===== config.mk =====
export PLATFORM = sky130hd
export DESIGN_NAME = reorder_buf
export DESIGN_NICKNAME = d
export VERILOG_FILES = /design/src/rtl/reorder_buf_pkg.sv /design/src/rtl/rob_ptr_ctrl.sv /design/src/rtl/rob_store.sv /design/src/rtl/rob_retire_port.sv /design/src/rtl/reorder_buf.sv
export SDC_FILE = /design/constraint.sdc
export NUM_CORES = 1
export LEC_CHECK = 0
export BUFFER_PORTS_ARGS = -buffer_cell sky130_fd_sc_hd__buf_2
export CORE_ASPECT_RATIO = 0.75
export CORE_MARGIN = 10
export CORE_UTILIZATION = 50
export DETAILED_ROUTE_END_ITERATION = 12
export GPL_TIMING_DRIVEN = 0
export PLACE_DENSITY = 0.68
export SYNTH_ARGS = -nofsm -noshare
export SYNTH_HDL_FRONTEND = slang
export SYNTH_SLANG_ARGS = --single-unit

===== constraint.sdc =====
create_clock -name clk -period 13.16 [get_ports clk]
set_input_delay 0.658 -clock clk [delete_from_list [all_inputs] [get_ports clk]]
set_output_delay 0.658 -clock clk [all_outputs]
set_load 0.01 [all_outputs]

===== src/rtl/reorder_buf_pkg.sv =====
package reorder_buf_pkg;

  // Decision taken for the oldest slot in a cycle
  typedef enum logic [1:0] {
    HEAD_HOLD   = 2'd0,
    HEAD_RETIRE = 2'd1,
    HEAD_FLUSH  = 2'd2
  } head_act_e;

endpackage


===== src/rtl/rob_ptr_ctrl.sv =====
module rob_ptr_ctrl
  import reorder_buf_pkg::*;
#(
  parameter int DEPTH = 8,
  parameter int IDX_W = $clog2(DEPTH),
  parameter int CNT_W = $clog2(DEPTH + 1)
) (
  input  logic             clk,
  input  logic             rst,
  input  logic             alloc,
  input  head_act_e        act,
  output logic [IDX_W-1:0] head_q,
  output logic [IDX_W-1:0] tail_q,
  output logic [CNT_W-1:0] count_q,
  output logic             full_q
);

  localparam logic [IDX_W-1:0] LAST_IDX = IDX_W'(DEPTH - 1);
  localparam logic [CNT_W-1:0] FULL_CNT = CNT_W'(DEPTH);

  logic             retire;
  logic [CNT_W-1:0] count_nxt;
  logic [IDX_W-1:0] head_nxt;
  logic [IDX_W-1:0] tail_nxt;

  assign retire = (act == HEAD_RETIRE);

  always_comb begin
    head_nxt  = (head_q == LAST_IDX) ? '0 : head_q + IDX_W'(1);
    tail_nxt  = (tail_q == LAST_IDX) ? '0 : tail_q + IDX_W'(1);
    count_nxt = count_q + CNT_W'(alloc) - CNT_W'(retire);
  end

  always_ff @(posedge clk) begin
    if (rst || act == HEAD_FLUSH) begin
      head_q  <= '0;
      tail_q  <= '0;
      count_q <= '0;
      full_q  <= 1'b0;
    end else begin
      if (retire) head_q <= head_nxt;
      if (alloc)  tail_q <= tail_nxt;
      count_q <= count_nxt;
      full_q  <= (count_nxt == FULL_CNT);
    end
  end


  cnt_bound_chk: assert property (@(posedge clk) disable iff (rst)
    count_q <= FULL_CNT);


  full_ptr_chk: assert property (@(posedge clk) disable iff (rst)
    (count_q == FULL_CNT) |-> (head_q == tail_q));

endmodule


===== src/rtl/rob_store.sv =====
module rob_store #(
  parameter int DEPTH  = 8,
  parameter int IDX_W  = $clog2(DEPTH),
  parameter int REG_W  = 5,
  parameter int DATA_W = 32
) (
  input  logic              clk,
  input  logic              rst,
  input  logic              flush_all,
  input  logic              alloc,
  input  logic [IDX_W-1:0]  alloc_idx,
  input  logic [REG_W-1:0]  alloc_dest,
  input  logic              cmp_we,
  input  logic [IDX_W-1:0]  cmp_idx,
  input  logic [DATA_W-1:0] cmp_value,
  input  logic              cmp_exc,
  input  logic              release_head,
  input  logic [IDX_W-1:0]  head_idx,
  output logic              head_live,
  output logic              head_done,
  output logic              head_exc,
  output logic [REG_W-1:0]  head_dest,
  output logic [DATA_W-1:0] head_value
);

  logic [DEPTH-1:0]  live_q;
  logic [DEPTH-1:0]  done_q;
  logic [DEPTH-1:0]  exc_q;
  logic [REG_W-1:0]  dest_mem [DEPTH];
  logic [DATA_W-1:0] val_mem  [DEPTH];
  logic              cmp_hit;

  assign cmp_hit = cmp_we && live_q[cmp_idx];

  // Payload arrays: one write port each, no reset, so they map to RAM
  always_ff @(posedge clk) begin
    if (alloc) dest_mem[alloc_idx] <= alloc_dest;
  end

  always_ff @(posedge clk) begin
    if (cmp_hit) val_mem[cmp_idx] <= cmp_value;
  end

  // Per-slot status flops; cleared together on a flush
  for (genvar i = 0; i < DEPTH; i++) begin : g_slot
    always_ff @(posedge clk) begin
      if (rst || flush_all) begin
        live_q[i] <= 1'b0;
        done_q[i] <= 1'b0;
        exc_q[i]  <= 1'b0;
      end else if (alloc && alloc_idx == IDX_W'(i)) begin
        live_q[i] <= 1'b1;
        done_q[i] <= 1'b0;
        exc_q[i]  <= 1'b0;
      end else if (release_head && head_idx == IDX_W'(i)) begin
        live_q[i] <= 1'b0;
        done_q[i] <= 1'b0;
        exc_q[i]  <= 1'b0;
      end else if (cmp_hit && cmp_idx == IDX_W'(i)) begin
        done_q[i] <= 1'b1;
        exc_q[i]  <= cmp_exc;
      end
    end
  end

  assign head_live  = live_q[head_idx];
  assign head_done  = done_q[head_idx];
  assign head_exc   = exc_q[head_idx];
  assign head_dest  = dest_mem[head_idx];
  assign head_value = val_mem[head_idx];


  cmp_marks_done_chk: assert property (@(posedge clk) disable iff (rst)
    (cmp_hit && !flush_all && !(release_head && head_idx == cmp_idx))
      |=> done_q[$past(cmp_idx)]);

endmodule


===== src/rtl/rob_retire_port.sv =====
module rob_retire_port #(
  parameter int TAG_W  = 4,
  parameter int REG_W  = 5,
  parameter int DATA_W = 32
) (
  input  logic              clk,
  input  logic              rst,
  input  logic              do_retire,
  input  logic              do_flush,
  input  logic [TAG_W-1:0]  head_tag,
  input  logic [REG_W-1:0]  head_dest,
  input  logic [DATA_W-1:0] head_value,
  output logic              ret_valid,
  output logic [TAG_W-1:0]  ret_tag,
  output logic [REG_W-1:0]  ret_dest,
  output logic [DATA_W-1:0] ret_value,
  output logic              flush
);

  always_ff @(posedge clk) begin
    if (rst) begin
      ret_valid <= 1'b0;
      flush     <= 1'b0;
      ret_tag   <= '0;
      ret_dest  <= '0;
      ret_value <= '0;
    end else begin
      ret_valid <= do_retire;
      flush     <= do_flush;
      if (do_retire) begin
        ret_tag   <= head_tag;
        ret_dest  <= head_dest;
        ret_value <= head_value;
      end
    end
  end

endmodule


===== src/rtl/reorder_buf.sv =====
module reorder_buf
  import reorder_buf_pkg::*;
#(
  parameter int DEPTH  = 8,
  parameter int REG_W  = 5,
  parameter int DATA_W = 32,
  parameter int TAG_W  = $clog2(DEPTH + 1)
) (
  input  logic              clk,
  input  logic              rst,
  input  logic              disp_valid,
  input  logic [REG_W-1:0]  disp_dest,
  output logic              disp_ready,
  output logic [TAG_W-1:0]  disp_tag,
  input  logic              cmp_valid,
  input  logic [TAG_W-1:0]  cmp_tag,
  input  logic [DATA_W-1:0] cmp_value,
  input  logic              cmp_exc,
  output logic              ret_valid,
  output logic [TAG_W-1:0]  ret_tag,
  output logic [REG_W-1:0]  ret_dest,
  output logic [DATA_W-1:0] ret_value,
  output logic              flush
);

  localparam int IDX_W = (DEPTH > 1) ? $clog2(DEPTH) : 1;
  localparam int CNT_W = $clog2(DEPTH + 1);
  localparam logic [TAG_W-1:0] MAX_TAG = TAG_W'(DEPTH);

  head_act_e         act;
  logic [IDX_W-1:0]  head_q;
  logic [IDX_W-1:0]  tail_q;
  logic [CNT_W-1:0]  count_q;
  logic              full_q;
  logic              alloc;
  logic              cmp_we;
  logic [IDX_W-1:0]  cmp_idx;
  logic              head_live;
  logic              head_done;
  logic              head_exc;
  logic [REG_W-1:0]  head_dest;
  logic [DATA_W-1:0] head_value;
  logic [TAG_W-1:0]  head_tag;

  always_comb begin
    act = HEAD_HOLD;
    if (head_live && head_done) act = head_exc ? HEAD_FLUSH : HEAD_RETIRE;
  end

  assign alloc    = disp_valid && !full_q && (act != HEAD_FLUSH);
  assign cmp_we   = cmp_valid && (cmp_tag != '0) && (cmp_tag <= MAX_TAG)
                    && (act != HEAD_FLUSH);
  assign cmp_idx  = IDX_W'(cmp_tag - TAG_W'(1));
  assign head_tag = TAG_W'(head_q) + TAG_W'(1);

  assign disp_ready = !full_q;
  assign disp_tag   = TAG_W'(tail_q) + TAG_W'(1);

  rob_ptr_ctrl #(
    .DEPTH (DEPTH),
    .IDX_W (IDX_W),
    .CNT_W (CNT_W)
  ) u_ptr (
    .clk     (clk),
    .rst     (rst),
    .alloc   (alloc),
    .act     (act),
    .head_q  (head_q),
    .tail_q  (tail_q),
    .count_q (count_q),
    .full_q  (full_q)
  );

  rob_store #(
    .DEPTH  (DEPTH),
    .IDX_W  (IDX_W),
    .REG_W  (REG_W),
    .DATA_W (DATA_W)
  ) u_store (
    .clk          (clk),
    .rst          (rst),
    .flush_all    (act == HEAD_FLUSH),
    .alloc        (alloc),
    .alloc_idx    (tail_q),
    .alloc_dest   (disp_dest),
    .cmp_we       (cmp_we),
    .cmp_idx      (cmp_idx),
    .cmp_value    (cmp_value),
    .cmp_exc      (cmp_exc),
    .release_head (act == HEAD_RETIRE),
    .head_idx     (head_q),
    .head_live    (head_live),
    .head_done    (head_done),
    .head_exc     (head_exc),
    .head_dest    (head_dest),
    .head_value   (head_value)
  );

  rob_retire_port #(
    .TAG_W  (TAG_W),
    .REG_W  (REG_W),
    .DATA_W (DATA_W)
  ) u_ret (
    .clk        (clk),
    .rst        (rst),
    .do_retire  (act == HEAD_RETIRE),
    .do_flush   (act == HEAD_FLUSH),
    .head_tag   (head_tag),
    .head_dest  (head_dest),
    .head_value (head_value),
    .ret_valid  (ret_valid),
    .ret_tag    (ret_tag),
    .ret_dest   (ret_dest),
    .ret_value  (ret_value),
    .flush      (flush)
  );


  retire_flush_excl_chk: assert property (@(posedge clk) disable iff (rst)
    flush |-> !ret_valid);


  flush_restart_chk: assert property (@(posedge clk) disable iff (rst)
    flush |-> (disp_tag == TAG_W'(1)) && disp_ready);


  ret_order_chk: assert property (@(posedge clk) disable iff (rst)
    (ret_valid && $past(ret_valid)) |->
      (ret_tag == (($past(ret_tag) == MAX_TAG) ? TAG_W'(1) : $past(ret_tag) + TAG_W'(1))));


  reset_idle_chk: assert property (@(posedge clk)
    $past(rst) |-> (!ret_valid && !flush));

endmodule


==> metrics.md <==
| Metric | Value |
|---|---|
| Status | `finished, final reports clean` |
| Net Sw Frac | `23.63%` |
| CTS max path bufs | `3` |
| Post-CTS setup buffers | `0` |
| H-tree Lvls | `2` |
| Startpoint Class | `input port` |
| Clk root buf | `clkbuf_16` |
| Clock-pin slew on the worst setup and hold paths | `0.06 ns` |
| Total number of vias | `approximately 8600` |
| Final Max Tran Viols | `0` |
| WHS | `around 0.41 ns` |
| Final #Nets | `approximately 1100` |
| Mapped Nets | `approximately 980` |
| Vias in the first global route | `about 8500` |
| RSZ-0062 raised after global routing | `false` |
| Fillers | `~2300` |
| Total Wirelength | `35560 um` |
| Combinational fraction of design power | `about 12%` |
| Synthesized area | `14720 um2` |
| Hold Path Class | `in -> reg` |
| Core Box Area | `between 20000 and 30000 um2` |
| Die height | `between 150 and 200 um` |
| Detailed-placement wirelength estimate | `around 24000 um` |
| P&R area growth vs syn | `16.60%` |
| Num CTS Buffers | `37` |
| Slowest cell on crit path | `nor3b_2` |
| Switching Power | `0.6531 mW` |
| Clock Power Share | `38.9%` |
| Drt wl/cell | `~24 um` |
| Seq/Total Area, Yosys | `between 70 and 80%` |
| Worst-path fanout max | `10` |
| Initial antenna violation count | `4` |
| Setup CP Type | `in -> reg` |
| Multi-input gate area | `3944 um2` |
| Final period util | `around 34%` |
| Die area | `36760 um2` |
| Hold_buf cts | `0` |
| Fmax | `0.2251 GHz` |
| Placed insts | `1411` |
| Syn avg cell area | `16.08 um2` |
| Pwr dens | `161.1 nW/um2` |
| Fin crit period | `4.442 ns` |
| CTS tree | `done` |
| Worst path arrival time | `roughly 4.7 ns` |
| Hold Vio Cnt, Final | `0` |
| CP bufs+invs | `8` |
| Storage cell area | `10450 um2` |
| Sequential share of power | `48.6%` |
| Critical path's largest stage delay | `0.70 ns` |
| Fin Clk Skew | `0.01833 ns` |
| Total gr overflow | `0` |
| Post-cts sizing count | `0` |
| Post-synth EDFFs | `296` |
| Most common cell on crit path | `buf_6` |
| Initial DRC count | `943` |
| #FFs+latches synth | `around 370` |
| CP cell instances | `buf_2, clkbuf_1, inv_1, ha_1, clkbuf_1, nand2b_1, o211ai_1, a2111oi_4, buf_4, nor3b_2, buf_6, buf_6, buf_6` |
| Num rows | `54` |
| Vias per std cell | `5.775` |
| Drt first pass iters | `5` |
| # clock sinks | `374` |
| Initial Util | `between 50% and 60%` |
| DRT antenna net count | `0` |
| Layout cells sized above 1 | `23.41%` |
| Asr flop ratio synth | `0%` |
| Port Buffers | `91` |
| CP Capture Type | `flop` |
| Pre-CTS setup slack | `roughly 8.2 ns` |
| Worst vdd ir | `83.45 uV` |
| Tot GR Track Use | `18.97%` |
| GP Congestion | `0.8988` |
| Synth unique cells | `47` |
| I/O pins | `94` |
| Prevailing post-synth register cell | `edfxtp_1` |
| Final core utilization | `approximately three fifths` |
| TNS Setup | `0 ns` |
| DRC | `0` |
| Non-filler cells, final | `1481` |
| Clk_lat worst skew | `0.52 ns` |
| Die W | `218.1 um` |
| Largest net degree at the start of global routing | `27` |
| Final setup fails | `0` |
| Family with the most delay on the worst path | `buffers and inverters` |
| Leakage power total | `5.709 nW` |
| Internal | `2.111 mW` |
| Final worst slack | `8.718 ns` |
| First-pass GRT wire length | `about 53000 um` |
| Max_cap viols | `0` |
| Worst Path Required | `roughly 13 ns` |
| Worst slew pin tran | `1.042 ns` |
| Relative slew margins | `approximately 30%` |
| Synthesis warning total | `0` |
| Post-Synthesis Cells | `slightly above 900` |
-- layout make-up --
class / count / area share (%)
antenna: 4 / 0.05834
buffer: 56 / 1.502
clock buffer: 55 / 6.147
clock inverter: 11 / 1.094
inverter: 25 / 0.5469
multi-input combinational: 460 / 22.99
sequential: 374 / 60.91
tap: 392 / 2.859
timing repair buffer: 104 / 3.901
-- power by group through the flow --
stage | clock [mW] | combinational (mW) | sequential (mW)
2_1_floorplan | 0 | 0.222 | 1.37
3_5_place_dp | 0 | 0.344 | 1.37
3_3_place_gp | 0 | 0.335 | 1.37
6_report | 1.08 | 0.344 | 1.34
4_1_cts | 1.09 | 0.345 | 1.34
5_1_grt | 1.14 | 0.377 | 1.35
-- sequential cells by signal (all words and copies together) (netlist names) --
register          count
u_ret.ret_valid       1
u_ret.ret_value      32
u_store.exc_q         8
u_ret.ret_dest        5
u_store.val_mem     256
u_store.done_q        8
u_ptr.head_q          3
u_ret.flush           1
u_store.live_q        8
u_ret.ret_tag         4
u_ptr.full_q          1
u_ptr.count_q         4
u_store.dest_mem     40
u_ptr.tail_q          3
-- final timing paths --
check / start / cells past startpoint / slack (ns) / endpoint
min reg2reg: u_ret.ret_tag[1] / 2 / 0.45 / u_ret.ret_tag[1]
max reg2reg: u_ptr.head_q[1] / 9 / 9.11 / u_store.val_mem[3][23]
min: cmp_value[21] / 1 / 0.41 / u_store.val_mem[6][21]
max: cmp_tag[0] / 13 / 8.72 / u_store.val_mem[3][23]
-- layout by cell type, fill, tap and decap left out, types with 25 or more instances in the layout --
cell       count
inv_1         25
edfxtp_1     296
mux4_2        56
a21oi_1       29
clkbuf_1      42
clkbuf_16     38
nor2_1        68
dfxtp_1       78
nor3_1        25
a311oi_1      28
nand2_1       82
buf_2        108
mux2i_1       41
-- per-layer routing --
layer	vias to the layer above	track usage (%)	wire length, um
met3	45	4.845	3124
met1	4327	26.68	15540
li1	3847	-	-
met5	-	0	13
met4	2	3.765	467
met2	332	29.43	16410
-- kinds of logic after synthesis --
group	share of synthesized area [%]
flops	71.01
compound gates	6.351
buf+inv	2.389
fa+ha+maj	1.922
mux	11.54
xor+xnor	0.4166
simple gates	6.369
-- synth_stat cells (all sizes together), types with 3 or more instances --
| library cell | n | area [um2] |
|---|---|---|
| clkbuf | 29 | 108.9 |
| nor2b | 5 | 31.28 |
| mux4 | 56 | 1261 |
| mux2i | 41 | 410.4 |
| a311oi | 28 | 245.2 |
| nand2 | 82 | 307.8 |
| dfxtp | 78 | 1562 |
| nor3 | 25 | 125.1 |
| a221o | 6 | 60.06 |
| inv | 25 | 93.84 |
| ha | 21 | 262.8 |
| a211oi | 6 | 45.04 |
| nor2 | 68 | 255.2 |
| o2111ai | 4 | 35.03 |
| buf | 27 | 148.9 |
| o21ai | 4 | 20.01 |
| a221oi | 21 | 183.9 |
| a2111oi | 3 | 70.06 |
| edfxtp | 296 | 8889 |
| xnor2 | 6 | 52.55 |
| a21oi | 29 | 145.1 |
| nand3 | 18 | 90.09 |
| a21bo | 7 | 70.07 |
| and3 | 5 | 31.28 |
-- worst reg2reg max path: stages, from the launching register on --
cell and delay, ns:
dfxtp_1 0.36, buf_2 0.24, mux4_2 0.61, mux2_4 0.37
a2111oi_4 0.56, buf_4 0.26, nor3b_2 0.70, buf_6 0.28
buf_6 0.19, buf_6 0.18
-- through the flow --
stage	power, mW	cell area, um2
after floorplan	1.591	14720
after global placement	1.702	15660
after detailed placement	1.713	15910
after CTS	2.782	17150
after global routing	2.866	17150
final	2.764	17160
(Power assumes the default switching activity.)
